[src/rtl/serreg_pkg.sv]
package serreg_pkg;
    // Transfer phase: command byte first, then data bytes until deselect.
    typedef enum logic {
        PH_CMD  = 1'b0,
        PH_DATA = 1'b1
    } phase_t;
endpackage

[src/rtl/serreg_sync.sv]
// serreg_sync: multi-stage synchronizer for a vector of asynchronous inputs.
// Assumes each bit is independent (no bus coherency needed) and that every
// level is held for longer than STAGES+1 system clock periods.
module serreg_sync #(
    parameter int                 WIDTH   = 1,
    parameter int                 STAGES  = 2,
    parameter logic [WIDTH-1:0]   RST_VAL = '0
) (
    input  logic             clk,
    input  logic             rst_n,
    input  logic [WIDTH-1:0] async_in,
    output logic [WIDTH-1:0] sync_out
);
    logic [WIDTH-1:0] stage_q [STAGES];

    generate
        for (genvar s = 0; s < STAGES; s++) begin : g_stage
            // Purpose: one flop rank of the synchronizer chain.
            always_ff @(posedge clk) begin
                if (!rst_n) begin
                    stage_q[s] <= RST_VAL;
                end else if (s == 0) begin
                    stage_q[s] <= async_in;
                end else begin
                    stage_q[s] <= stage_q[(s == 0) ? 0 : s - 1];
                end
            end
        end
    endgenerate

    assign sync_out = stage_q[STAGES-1];
endmodule

[src/rtl/serreg_shift.sv]
// serreg_shift: serial bit engine. Shifts in on synchronized clock rises and
// reports each completed byte; shifts out on falls when read data is wanted.
// Assumes the serial clock high and low times each exceed a few system clocks.
module serreg_shift #(
    parameter int DATA_W = 8
) (
    input  logic              clk,
    input  logic              rst_n,
    input  logic              sck_s,
    input  logic              din_s,
    input  logic              start,
    input  logic              active,
    input  logic              tx_en,
    input  logic [DATA_W-1:0] load_data,
    output logic              byte_done,
    output logic [DATA_W-1:0] byte_val,
    output logic              dout,
    output logic              oe
);
    localparam int              BIT_W    = $clog2(DATA_W);
    localparam logic [BIT_W-1:0] LAST_BIT = BIT_W'(DATA_W - 1);

    logic              sck_prev_q;
    logic              sck_rise;
    logic              sck_fall;
    logic [BIT_W-1:0]  bit_cnt_q;
    logic [DATA_W-1:0] in_sh_q;
    logic [DATA_W-1:0] out_sh_q;

    assign sck_rise = sck_s & ~sck_prev_q;
    assign sck_fall = ~sck_s & sck_prev_q;

    // Purpose: remember the previous serial clock sample for edge detection.
    always_ff @(posedge clk) begin
        if (!rst_n) sck_prev_q <= 1'b0;
        else        sck_prev_q <= sck_s;
    end

    // Purpose: receive shift register, bit counter and byte-complete pulse.
    always_ff @(posedge clk) begin
        if (!rst_n) begin
            bit_cnt_q <= '0;
            in_sh_q   <= '0;
            byte_done <= 1'b0;
            byte_val  <= '0;
        end else begin
            byte_done <= 1'b0;
            if (start) begin
                bit_cnt_q <= '0;
            end else if (active && sck_rise) begin
                in_sh_q   <= {in_sh_q[DATA_W-2:0], din_s};
                bit_cnt_q <= bit_cnt_q + BIT_W'(1);
                if (bit_cnt_q == LAST_BIT) begin
                    byte_done <= 1'b1;
                    byte_val  <= {in_sh_q[DATA_W-2:0], din_s};
                end
            end
        end
    end

    // Purpose: transmit shift register; loads a new byte at a byte boundary fall.
    always_ff @(posedge clk) begin
        if (!rst_n) begin
            out_sh_q <= '0;
            dout     <= 1'b0;
            oe       <= 1'b0;
        end else if (!active) begin
            oe       <= 1'b0;
        end else if (sck_fall && tx_en) begin
            if (bit_cnt_q == '0) begin
                dout     <= load_data[DATA_W-1];
                out_sh_q <= {load_data[DATA_W-2:0], 1'b0};
                oe       <= 1'b1;
            end else begin
                dout     <= out_sh_q[DATA_W-1];
                out_sh_q <= {out_sh_q[DATA_W-2:0], 1'b0};
            end
        end
    end

    AST_OE_OFF_DESEL: assert property (@(posedge clk) disable iff (!rst_n)
        !active |=> !oe);
    AST_BYTE_ONE_CYCLE: assert property (@(posedge clk) disable iff (!rst_n)
        byte_done |=> !byte_done);
endmodule

[src/rtl/serreg_ctrl.sv]
// serreg_ctrl: transfer sequencer. Tracks select, decodes the command byte,
// owns the address pointer, issues register writes, freeze and divider reset.
// Assumes byte_done pulses arrive only while the shift engine is active.
module serreg_ctrl
    import serreg_pkg::*;
#(
    parameter int DATA_W      = 8,
    parameter int ADDR_W      = 6,
    parameter int CLK_REGS    = 8,
    parameter int SUBSEC_ADDR = 0
) (
    input  logic              clk,
    input  logic              rst_n,
    input  logic              sel_s,
    input  logic              byte_done,
    input  logic [DATA_W-1:0] byte_val,
    output logic              start,
    output logic              active,
    output logic              tx_en,
    output logic [ADDR_W-1:0] rf_addr,
    output logic              rf_wr_en,
    output logic [DATA_W-1:0] rf_wr_data,
    output logic              freeze,
    output logic              div_reset
);
    localparam logic [ADDR_W-1:0] CLK_LIMIT = ADDR_W'(CLK_REGS);
    localparam logic [ADDR_W-1:0] SUBSEC    = ADDR_W'(SUBSEC_ADDR);

    logic              sel_prev_q;
    logic              active_q;
    phase_t            phase_q;
    logic              is_wr_q;
    logic [ADDR_W-1:0] ptr_q;
    logic [ADDR_W-1:0] wr_addr_q;
    logic              wr_en_q;
    logic [DATA_W-1:0] wr_data_q;
    logic              div_q;

    // Purpose: previous select sample; reset to "selected" so a held-low
    // select after reset never produces a start.
    always_ff @(posedge clk) begin
        if (!rst_n) sel_prev_q <= 1'b0;
        else        sel_prev_q <= sel_s;
    end

    assign start = sel_prev_q & ~sel_s;

    // Purpose: select tracking, command decode, pointer and write issue.
    always_ff @(posedge clk) begin
        if (!rst_n) begin
            active_q  <= 1'b0;
            phase_q   <= PH_CMD;
            is_wr_q   <= 1'b0;
            ptr_q     <= '0;
            wr_addr_q <= '0;
            wr_en_q   <= 1'b0;
            wr_data_q <= '0;
            div_q     <= 1'b0;
        end else begin
            wr_en_q <= 1'b0;
            div_q   <= 1'b0;
            if (sel_s) begin
                active_q <= 1'b0;
                phase_q  <= PH_CMD;
            end else if (start) begin
                active_q <= 1'b1;
                phase_q  <= PH_CMD;
            end else if (active_q && byte_done) begin
                if (phase_q == PH_CMD) begin
                    is_wr_q <= byte_val[DATA_W-1];
                    ptr_q   <= byte_val[ADDR_W-1:0];
                    phase_q <= PH_DATA;
                end else begin
                    if (is_wr_q) begin
                        wr_en_q   <= 1'b1;
                        wr_addr_q <= ptr_q;
                        wr_data_q <= (ptr_q == SUBSEC) ? '0 : byte_val;
                        div_q     <= (ptr_q < CLK_LIMIT);
                    end
                    ptr_q <= ptr_q + ADDR_W'(1);
                end
            end
        end
    end

    assign active     = active_q;
    assign tx_en      = (phase_q == PH_DATA) && !is_wr_q;
    assign rf_addr    = wr_en_q ? wr_addr_q : ptr_q;
    assign rf_wr_en   = wr_en_q;
    assign rf_wr_data = wr_data_q;
    assign div_reset  = div_q;
    assign freeze     = active_q && (phase_q == PH_DATA) && (ptr_q < CLK_LIMIT);

    AST_PTR_WRAP: assert property (@(posedge clk) disable iff (!rst_n)
        (active_q && !sel_s && !start && byte_done && phase_q == PH_DATA &&
         ptr_q == {ADDR_W{1'b1}}) |=> (ptr_q == '0));
    AST_FREEZE_DESEL: assert property (@(posedge clk) disable iff (!rst_n)
        sel_s |=> !freeze);
    AST_DIVRST_CLOCK_ONLY: assert property (@(posedge clk) disable iff (!rst_n)
        div_reset |-> (rf_wr_en && rf_addr < CLK_LIMIT));
    AST_DIVRST_PULSE: assert property (@(posedge clk) disable iff (!rst_n)
        div_reset |=> !div_reset);
    AST_SUBSEC_ZERO: assert property (@(posedge clk) disable iff (!rst_n)
        (rf_wr_en && rf_addr == SUBSEC) |-> (rf_wr_data == '0));
    AST_WR_NEEDS_SEL: assert property (@(posedge clk) disable iff (!rst_n)
        rf_wr_en |-> $past(active_q));
endmodule

[src/rtl/serreg_port.sv]
// serreg_port: top of the serial register port. Synchronizes the serial
// lines, runs the bit engine and the transfer sequencer.
// Assumes a combinational register file behind rf_addr/rf_rd_data.
module serreg_port #(
    parameter int DATA_W      = 8,
    parameter int DEPTH       = 64,
    parameter int CLK_REGS    = 8,
    parameter int SUBSEC_ADDR = 0,
    parameter int SYNC_STAGES = 2,
    localparam int ADDR_W     = $clog2(DEPTH)
) (
    input  logic              clk,
    input  logic              rst_n,
    input  logic              ser_sel_n,
    input  logic              ser_clk,
    input  logic              ser_din,
    output logic              ser_dout,
    output logic              ser_dout_oe,
    output logic [ADDR_W-1:0] rf_addr,
    output logic              rf_wr_en,
    output logic [DATA_W-1:0] rf_wr_data,
    input  logic [DATA_W-1:0] rf_rd_data,
    output logic              freeze_copy,
    output logic              div_reset
);
    logic [2:0]        sync_v;
    logic              start;
    logic              active;
    logic              tx_en;
    logic              byte_done;
    logic [DATA_W-1:0] byte_val;

    serreg_sync #(
        .WIDTH   (3),
        .STAGES  (SYNC_STAGES),
        .RST_VAL (3'b000)
    ) u_sync (
        .clk      (clk),
        .rst_n    (rst_n),
        .async_in ({ser_sel_n, ser_clk, ser_din}),
        .sync_out (sync_v)
    );

    serreg_shift #(
        .DATA_W (DATA_W)
    ) u_shift (
        .clk       (clk),
        .rst_n     (rst_n),
        .sck_s     (sync_v[1]),
        .din_s     (sync_v[0]),
        .start     (start),
        .active    (active),
        .tx_en     (tx_en),
        .load_data (rf_rd_data),
        .byte_done (byte_done),
        .byte_val  (byte_val),
        .dout      (ser_dout),
        .oe        (ser_dout_oe)
    );

    serreg_ctrl #(
        .DATA_W      (DATA_W),
        .ADDR_W      (ADDR_W),
        .CLK_REGS    (CLK_REGS),
        .SUBSEC_ADDR (SUBSEC_ADDR)
    ) u_ctrl (
        .clk        (clk),
        .rst_n      (rst_n),
        .sel_s      (sync_v[2]),
        .byte_done  (byte_done),
        .byte_val   (byte_val),
        .start      (start),
        .active     (active),
        .tx_en      (tx_en),
        .rf_addr    (rf_addr),
        .rf_wr_en   (rf_wr_en),
        .rf_wr_data (rf_wr_data),
        .freeze     (freeze_copy),
        .div_reset  (div_reset)
    );
endmodule

[config.mk]
export PLATFORM = sky130hd
export DESIGN_NAME = serreg_port
export DESIGN_NICKNAME = d
export VERILOG_FILES = /design/src/rtl/serreg_pkg.sv /design/src/rtl/serreg_sync.sv /design/src/rtl/serreg_shift.sv /design/src/rtl/serreg_ctrl.sv /design/src/rtl/serreg_port.sv
export SDC_FILE = /design/constraint.sdc
export NUM_CORES = 1
export LEC_CHECK = 0
export BUFFER_PORTS_ARGS = -buffer_cell sky130_fd_sc_hd__buf_2
export CAP_MARGIN = 10
export CORE_MARGIN = 4
export CORE_UTILIZATION = 35
export CTS_CLUSTER_SIZE = 8
export DETAILED_ROUTE_END_ITERATION = 8
export GPL_TIMING_DRIVEN = 0
export PLACE_DENSITY_LB_ADDON = 0.05
export SLEW_MARGIN = 20
export SYNTH_ARGS = -nofsm -noshare
export SYNTH_HDL_FRONTEND = slang
export SYNTH_SLANG_ARGS = --single-unit
[constraint.sdc]
create_clock -name clk -period 2.4 [get_ports clk]
set_clock_uncertainty 0.2 [all_clocks]
set_input_delay 0.24 -clock clk [delete_from_list [all_inputs] [get_ports clk]]
set_output_delay 0.24 -clock clk [all_outputs]
set_load 0.1 [all_outputs]
==> results of run 1 <==
[state kept, by name, indices dropped and copies added (netlist names), 3 cells and up]
| name | cells |
|---|---|
| u_ctrl.ptr_q | 6 |
| u_sync.stage_q | 6 |
| u_shift.bit_cnt_q | 3 |
| u_ctrl.rf_wr_data | 8 |
| u_shift.byte_val | 8 |
| u_ctrl.wr_addr_q | 6 |
| u_shift.out_sh_q | 7 |
| u_shift.in_sh_q | 7 |
[metrics by stage]
| step | total power [uW] | setup WS (ns) | area, sq um | hold slack (ns) |
|---|---|---|---|---|
| 6_report | 2190 | 0.218 | 3280 | 0.0434 |
| 5_1_grt | 2270 | 0.0832 | 3280 | 0.0475 |
| 4_1_cts | 2210 | 0.0578 | 3280 | 0.0279 |
| 3_5_place_dp | 1100 | 0.189 | 2980 | 0.225 |
| 3_3_place_gp | 1100 | 0.208 | 2980 | 0.216 |
| 2_1_floorplan | 1080 | -0.348 | 2700 | 0.167 |
[power by group through the flow]
stage / combinational (uW) / sequential, uW / clock, uW
finish: 60.7 / 1020 / 1100
global route: 68.0 / 1020 / 1180
CTS: 61.6 / 1020 / 1130
global placement: 55.6 / 1050 / 0
detailed placement: 55.2 / 1050 / 0
floorplan: 32.3 / 1040 / 0
[cells in the mapped netlist (2+ instances only)]
cell type	instances
dfxtp_1	61
inv_1	6
nor4_1	2
o22ai_1	2
o31ai_1	16
buf_2	7
o211ai_1	9
nand3_1	17
nand2b_1	5
o31a_1	2
nand4_1	9
clkbuf_1	21
and4bb_2	2
mux2_2	4
nand2_1	22
and2_1	10
and3b_1	2
nor2b_1	5
a21oi_1	37
a211oi_1	8
ha_1	5
o21ai_0	19
a31oi_1	2
mux2i_1	9
nor2_1	6
nor3_1	2
[worst max-delay path, delay by kind of cell (launching register included)]
kind	cells	cell delay (ns)
DFF	1	0.51
buffers and inverters	2	0.53
and+or+nand+nor	2	0.38
[cell families (layout without fill, tap and decap cells)]
family,count (synthesis),count (layout),synth area share
simple gates,89,89,0.193
xor+xnor,1,1,0.00326
mux,13,13,0.0503
fa+ha+maj,5,5,0.0233
compound gates,97,97,0.219
buf+inv,37,88,0.0563
flops,61,61,0.454
[what timing repair did]
action	in CTS	in global routing
endpoints found under the hold margin	5	0
gates resized for setup	3	0
endpoints found under the setup margin	1	1
hold buffers	5	0
[worst paths after layout]
| check | from | end | slack [ns] | cells after the start |
|---|---|---|---|---|
| max | u_ctrl.active | freeze_copy | 0.22 | 4 |
| max reg2reg | u_shift.bit_cnt_q[0] | u_shift.byte_val[5] | 0.33 | 6 |
| min | rf_rd_data[5] | u_shift.out_sh_q[6] | 0.04 | 3 |
| min reg2reg | u_sync.stage_q[0][1] | u_sync.stage_q[1][1] | 0.24 | 1 |
[per-layer routing]
layer  GRT usage  vias up
met3      0.0284       10
met2       0.235       48
met1       0.227     1101
li1            -     1195
met5           0        -
met4      0.0806        0
[final cells by class]
cell class                 instances  area share
multi-input combinational        205       0.406
clock inverter                     3      0.0198
tap                               99      0.0378
clock buffer                      13      0.0545
timing repair buffer              36      0.0645
inverter                           7     0.00801
buffer                            29      0.0370
sequential                        61       0.372
==> flow_summary.ini, run 1 <==
[floorplan]
die_w_um = 95.6
boundaryPins = 32
chipHeight_um = 95.6
fp.dieArea_sq_um = 9150
initial_core_utilization = 0.365
core_region_area_sq_um = 7370
placement_rows = 31

[clock_network]
clock_latency_on_the_worst_skew_pair_ns = 0.34
clk_path_buf_depth = 2
htree_num_levels = 3
clock_sink_count = 61
clock-root-buffer = clkbuf_8
cts_post_setup_buffers_inserted = 0
clock_pin_transition_on_the_worst_setup_and_hold_timing_paths_ns = 0.07
clock_tree_from_tritoncts = yes
tritoncts.num_buffers = 9

[routing]
route.vias.total = 2354
postRouteAntennaNets = 0
topRoutingLayerUsed = met4
detail_route.vias_per_cell = 5.20
drt_wl_total_um = 6810
drc = 0
dr.first_iter.drc_count = 99
dr.pass1.iters = 4
met3WireLength_um = 267
wl_per_cell_um = 15.0
met2_length_um = 3010
routed_length_on_met1_um = 3400

[grt]
grt_pass1_vias = 2160
antenna_found_initial = 0
grt_use_total = 0.161
maximum_number_of_pins_on_one_net_before_global_route_repair = 11
grt_remaining_overflow = 0
first_pass_grt_wire_length_um = 11100

[placement]
io_buffer_count = 31
numPlacedInstances = 433
gp_congestion = 0.821
place_hpwl_um = 4760

[yosys]
avgSynthCellArea_sq_um = 8.87
unique_cell_type_count_in_the_yosys_netlist = 39
synthesis.area_sq_um = 2690
netlist_top_cells_area = dfxtp_1 45%, a21oi_1 6.9%, o31ai_1 4.5%
yosys.area.top_type_share = 0.454
ys_warn_count = 0
yosys.area.top_type = dfxtp_1
synth_seq_area_share = 0.454
synth.net_count = 321
yosys_register_bits = 61
synth_top_flop_cell = dfxtp_1
post_synth_inst_count = 303
postSynth.asyncResetShare = 0
count_of_flip_flops_with_a_built_in_enable_after_synthesis = 0

[finish]
finish.cell_count_without_fillers = 453
multi_input_comb_area_sq_um = 1330
post_route_cells_drive_above_1_share = 0.186
synthToLayoutAreaGrowth_pct = 22.1
layout.core_utilization = 0.445
fill_cell_instance_count_of_the_final_layout = 780
area.sequential_sq_um = 1220
final_cell_mix = 61 x dfxtp_1, 37 x buf_2, 37 x a21oi_1
mostFrequentLayoutCell = dfxtp_1
num_antenna_cells = 0
finish.net_count = 367

[worst_setup_path]
worst-endpoint-arrival_ns = 1.74
startpoint_type = flip-flop
crit_type = reg2out
cp_max_fo = 10
crit_path_top_delay_cell = dfxtp_1
worst_setup_path_end_kind = output pin
critical-path-max-stage-delay_ns = 0.51
crit_required_ns = 1.96
crit_path_cell_trace = nand2_2 > clkbuf_1 > nor4_4 > buf_6

[timing]
finalWorstPathRequiredPeriod_ns = 2.18
fmax_mhz = 458
setup_viol_count_final = 0
slew-limit-headroom = 0.493
finalCritPeriodShare = 0.909
report.final.hold_viol_count = 0
finalSetupTns_ns = 0
slew_violations = 0
worst-slew-pin-transition_ns = 0.755
grt_setup_unrepaired = no

[power_and_ir_drop]
power.combinational.fraction = 0.028
p_sw_frac = 0.205
power.sequential.fraction = 0.468
ir_drop_worst_vdd_uv = 268
p_leak_uw = 0.00122
power_report.internal_total_uw = 1740
cellPowerDensity_nw_per_um2 = 667
power.switching_uw = 448
clock_power_share = 0.504

[worst_hold_path]
min-delay-path-class = in2reg

[flow_run]
timing.max_cap.violations = 0

[run_status]
outcome = finished, final reports clean
Power figures use the tool's default switching activity.
==> inputs of run 2 (changes only) <==
--- a/config.mk
+++ b/config.mk
@@ -7,6 +7,7 @@
 export LEC_CHECK = 0
 export BUFFER_PORTS_ARGS = -buffer_cell sky130_fd_sc_hd__buf_2
 export CAP_MARGIN = 10
+export CORE_ASPECT_RATIO = 0.7
 export CORE_MARGIN = 4
 export CORE_UTILIZATION = 35
 export CTS_CLUSTER_SIZE = 8
==> run 2 against run 1 <==
Fmax up 2.9%. Critical path depth fell by 1. Die area grew 0.24%. Cell area down 1.6%. Global-route usage grew 0.25 points. Non-clock buffer count stayed put. Clock-buffer cell count fell by 2. Sequential cell count unchanged. Clock power down 18%. Combinational power grew 1%. Via count hardly changed. Core utilization fell by 0.80 points.
==> flow_summary.ini, run 2 (same netlist as run 1, synthesis figures left out) <==
[grt]
first_pass_grt_wire_length_um = 11800
maximum_number_of_pins_on_one_net_before_global_route_repair = 11
antenna_found_initial = 0
grt_pass1_vias = 2270
grt_use_total = 0.164
grt_remaining_overflow = 0

[worst_setup_path]
crit-reg2reg-capture = u_shift.byte_val[4]
crit_type = reg2out
cp_max_fo = 8
reg2regPathDepth = 6
startpoint_type = flip-flop
worst-endpoint-arrival_ns = 1.68
timing.reg2reg.setup_slack_ns = 0.31
worst_setup_path_end_kind = output pin
crit_required_ns = 1.96
regToRegStartpoint = u_shift.bit_cnt_q[0]

[routing]
drc = 0
dr.first_iter.drc_count = 146
wl_per_cell_um = 15.6
route.vias.total = 2356
dr.pass1.iters = 4
drt_wl_total_um = 7050
postRouteAntennaNets = 0
detail_route.vias_per_cell = 5.21

[clock_network]
clk_path_buf_depth = 2
tritoncts.num_buffers = 9
cts_post_setup_buffers_inserted = 0
htree_num_levels = 3
clock-root-buffer = clkbuf_8
clock_latency_on_the_worst_skew_pair_ns = 0.33
clock_sink_count = 61
clock_tree_from_tritoncts = yes
clock_pin_transition_on_the_worst_setup_and_hold_timing_paths_ns = 0.07

[timing]
slew-limit-headroom = 0.450
fmax_mhz = 472
finalCritPeriodShare = 0.884
worst_hold_slack_ns = 0.0504
report.final.hold_viol_count = 0
grt_setup_unrepaired = no
worst-slew-pin-transition_ns = 0.818
postLayoutSetupSlackWorst_ns = 0.280
setup_viol_count_final = 0
finalWorstPathRequiredPeriod_ns = 2.12
slew_violations = 0

[floorplan]
boundaryPins = 32
fp.dieArea_sq_um = 9170
core_region_area_sq_um = 7380
placement_rows = 26
chipHeight_um = 81.3
initial_core_utilization = 0.364
die_w_um = 113

[power_and_ir_drop]
power.sequential.fraction = 0.516
ir_drop_worst_vdd_uv = 297
cellPowerDensity_nw_per_um2 = 615
p_leak_uw = 0.00120
power.combinational.fraction = 0.031
power_report.internal_total_uw = 1540
clock_power_share = 0.453
p_sw_frac = 0.222
power.switching_uw = 440

[finish]
layout.core_utilization = 0.437
finish.cell_count_without_fillers = 452
num_antenna_cells = 0
finish.net_count = 367
synthToLayoutAreaGrowth_pct = 20.1
mostFrequentLayoutCell = dfxtp_1
postLayoutCellArea_sq_um = 3230
post_route_cells_drive_above_1_share = 0.189
final_cell_mix = 59 x dfxtp_1, 37 x buf_2, 37 x a21oi_1

[placement]
dpl_worst_slack_ns = 0.148
post_dp_cell_area_sq_um = 2980
io_buffer_count = 31
place_hpwl_um = 4890
numPlacedInstances = 432
gp_congestion = 0.751

[run_status]
outcome = finished, final reports clean

[worst_hold_path]
min-delay-path-class = in2reg
holdPathStages = 3
hold_path_end = u_shift.out_sh_q[5]
holdCritStartpoint = rf_rd_data[4]

[flow_run]
timing.max_cap.violations = 0
run 2: cell count changes in the layout (fill, tap and decap cells not counted), moves of 2 or more:
cell,previous run,this run
dfxtp_2,0,2
dfxtp_1,61,59
clkinv_2,1,4
clkbuf_8,13,10
run 2: final cells by class:
type	count	area, sq um
tap	98	123
clock buffer	11	141
sequential	61	1220
fill	756	4160
inverter	7	26.3
buffer	29	123
timing repair buffer	36	211
clock inverter	5	50.0
multi-input combinational	205	1330
run 2: worst max path at each step:
stage / startpoint / endpoint / slack (ns) / depth (start not counted)
6_report: u_ctrl.ptr_q[4] / rf_addr[4] / 0.28 / 3
5_1_grt: u_shift.bit_cnt_q[0] / u_shift.byte_val[5] / 0.10 / 6
4_1_cts: u_ctrl.active / freeze_copy / 0.08 / 4
3_5_place_dp: u_ctrl.phase_q / freeze_copy / 0.15 / 5
3_3_place_gp: u_ctrl.phase_q / freeze_copy / 0.18 / 5
2_1_floorplan: u_ctrl.rf_wr_en / rf_addr[0] / -0.35 / 2
run 2: power by group through the flow:
| stage | clock (uW) | combinational [uW] | sequential (uW) |
|---|---|---|---|
| after floorplan | 0 | 32.3 | 1040 |
| after global placement | 0 | 56.2 | 1050 |
| after detailed placement | 0 | 56.1 | 1050 |
| after CTS | 937 | 62.4 | 1020 |
| after global routing | 982 | 69.1 | 1020 |
| final | 899 | 61.6 | 1020 |
run 2: stage by stage:
step	total power (uW)	setup TNS, ns
2_1_floorplan	1080	-0.696
3_3_place_gp	1100	0
3_5_place_dp	1100	0
4_1_cts	2020	0
5_1_grt	2080	0
6_report	1980	0
run 2: worst max-delay path, stage by stage, from the launching register on:
cell	delay, ns
dfxtp_1	0.31
clkbuf_1	0.37
mux2_2	0.25
buf_2	0.42
run 2: what timing repair did:
| item | in CTS | in global routing |
|---|---|---|
| endpoints found under the hold margin | 5 | 0 |
| endpoints found under the setup margin | 1 | 1 |
| pin swaps | 0 | 0 |
| gates resized for setup | 2 | 3 |
| hold buffers | 5 | 0 |
| gates cloned | 0 | 0 |
run 2: layer usage:
layer,vias to the layer above,GRT usage,wire [um]
met5,-,0,0
met4,0,0.0540,27
met3,2,0.0439,390
met2,64,0.236,2900
met1,1093,0.235,3720
li1,1197,-,-
==> inputs of run 3 (changes only) <==
--- a/config.mk
+++ b/config.mk
@@ -9,7 +9,7 @@
 export CAP_MARGIN = 10
 export CORE_ASPECT_RATIO = 0.7
 export CORE_MARGIN = 4
-export CORE_UTILIZATION = 35
+export CORE_UTILIZATION = 57
 export CTS_CLUSTER_SIZE = 8
 export DETAILED_ROUTE_END_ITERATION = 8
 export GPL_TIMING_DRIVEN = 0
==> run 3 against run 2 <==
First-iteration DRC count rose by 54%. Core utilization up 28 points. Power rose by 6.4%. Fmax down 4.5%. Sequential share of layout area up 0.19 points. Largest power group is now the clock network.
==> flow_summary.ini, run 3 (same netlist as run 1, synthesis figures left out) <==
[worst_setup_path]
critical_path_buf_inv_count = 2
worst_setup_path_end_kind = output pin
crit_required_ns = 1.96
worst-endpoint-arrival_ns = 1.78
startpoint_type = flip-flop
timing.reg2reg.setup_slack_ns = 0.33
cp_max_fo = 10
crit_type = reg2out
worst_path_dominant_cell_family = buffers and inverters
critical-path-max-stage-delay_ns = 0.50
crit_path_cell_trace = nand2_1 > clkbuf_2 > nor4_4 > buf_6
crit_path_top_delay_cell = dfxtp_1

[clock_network]
clock_tree_from_tritoncts = yes
clk_path_buf_depth = 2
htree_num_levels = 3
cts_post_setup_buffers_inserted = 0
clock_sink_count = 61
clock_pin_transition_on_the_worst_setup_and_hold_timing_paths_ns = 0.06
clock-root-buffer = clkbuf_8
clock_latency_on_the_worst_skew_pair_ns = 0.34
tritoncts.num_buffers = 9

[timing]
slew-limit-headroom = 0.510
grt_setup_unrepaired = no
finalWorstPathRequiredPeriod_ns = 2.22
postLayoutSetupSlackWorst_ns = 0.179
report.final.hold_viol_count = 0
setup_viol_count_final = 0
fmax_mhz = 450
slew_violations = 0
worst_hold_slack_ns = 0.0447
finalSetupTns_ns = 0
worst-slew-pin-transition_ns = 0.729
finalCritPeriodShare = 0.925

[placement]
io_buffer_count = 31
post_dp_cell_area_sq_um = 2930
dpl_worst_slack_ns = 0.231
place_hpwl_um = 4400
gp_congestion = 0.851

[routing]
detail_route.vias_per_cell = 5.86
dr.first_iter.drc_count = 225
wl_per_cell_um = 15.3
dr.pass1.iters = 4
drt_wl_total_um = 6260
route.vias.total = 2396
postRouteAntennaNets = 0
drc = 0

[floorplan]
placement_rows = 20
die_w_um = 90.1
fp.dieArea_sq_um = 5900
initial_core_utilization = 0.603
chipHeight_um = 65.5
core_region_area_sq_um = 4450
boundaryPins = 32

[power_and_ir_drop]
ir_drop_worst_vdd_uv = 444
cellPowerDensity_nw_per_um2 = 659
p_leak_uw = 0.00121

[grt]
maximum_number_of_pins_on_one_net_before_global_route_repair = 11
grt_pass1_vias = 2222
grt_use_total = 0.230
grt_remaining_overflow = 0
first_pass_grt_wire_length_um = 10600
antenna_found_initial = 0

[finish]
mostFrequentLayoutCell = dfxtp_1
synthToLayoutAreaGrowth_pct = 19.3
final_cell_mix = 61 x dfxtp_1, 37 x buf_2, 37 x a21oi_1
post_route_cells_drive_above_1_share = 0.184
postLayoutCellArea_sq_um = 3210
fill_cell_instance_count_of_the_final_layout = 364
num_antenna_cells = 0
finish.net_count = 367

[worst_hold_path]
min-delay-path-class = in2reg

[flow_run]
timing.max_cap.violations = 0

[run_status]
outcome = finished, final reports clean
[run 3: final cells by class]
type,count,area (sq um),share of cell area
Tap cell,55,68.8,0.0215
Sequential cell,61,1220,0.381
Clock buffer,12,155,0.0484
Inverter,7,26.3,0.00820
Clock inverter,4,70.1,0.0219
Multi-Input combinational cell,205,1330,0.415
Timing Repair Buffer,36,211,0.0660
Buffer,29,123,0.0383
[run 3: metrics by stage]
step / util / cells / power [uW]
3_5_place_dp: 0.657 / 389 / 1100
5_1_grt: 0.720 / 409 / 2190
4_1_cts: 0.720 / 410 / 2130
2_1_floorplan: - / 303 / 1080
6_report: 0.720 / 409 / 2110
3_3_place_gp: 0.657 / 389 / 1100
[run 3: report_power, final]
| group | switching [uW] | total, uW | internal (uW) |
|---|---|---|---|
| logic | 35.5 | 60.6 | 25.0 |
| registers | 5.36 | 1020 | 1020 |
| clock network | 389 | 1030 | 638 |
| total | 430 | 2110 | 1680 |
[run 3: timing repair]
action / 4_1_cts / 5_1_grt
setup endpoints to repair: 1 / 1
pin swaps: 0 / 0
hold buffers: 5 / 0
endpoints found under the hold margin: 5 / 0
gates resized for setup: 2 / 2
[run 3: worst reg2reg max path: cells and delay by family (launching register included)]
kind            cells  cell delay, ns
buf+inv             2            0.66
flops               1            0.37
compound gates      2            0.41
fa+ha+maj           2            0.30
[run 3: layer usage]
| layer | share of wire | vias up | track usage |
|---|---|---|---|
| li1 | - | 1202 | - |
| met5 | 0 | - | 0 |
| met3 | 0.075 | 13 | 0.0664 |
| met2 | 0.42 | 73 | 0.347 |
| met4 | 0.016 | 0 | 0.0935 |
| met1 | 0.48 | 1108 | 0.311 |
[run 3: final timing paths]
check | from | to | cells after the start
worst max-delay path | u_ctrl.active | freeze_copy | 4
worst min-delay path | rf_rd_data[5] | u_shift.out_sh_q[6] | 3
worst max register to register | u_shift.bit_cnt_q[0] | u_shift.byte_val[5] | 6
worst min register to register | u_sync.stage_q[0][0] | u_sync.stage_q[1][0] | 1
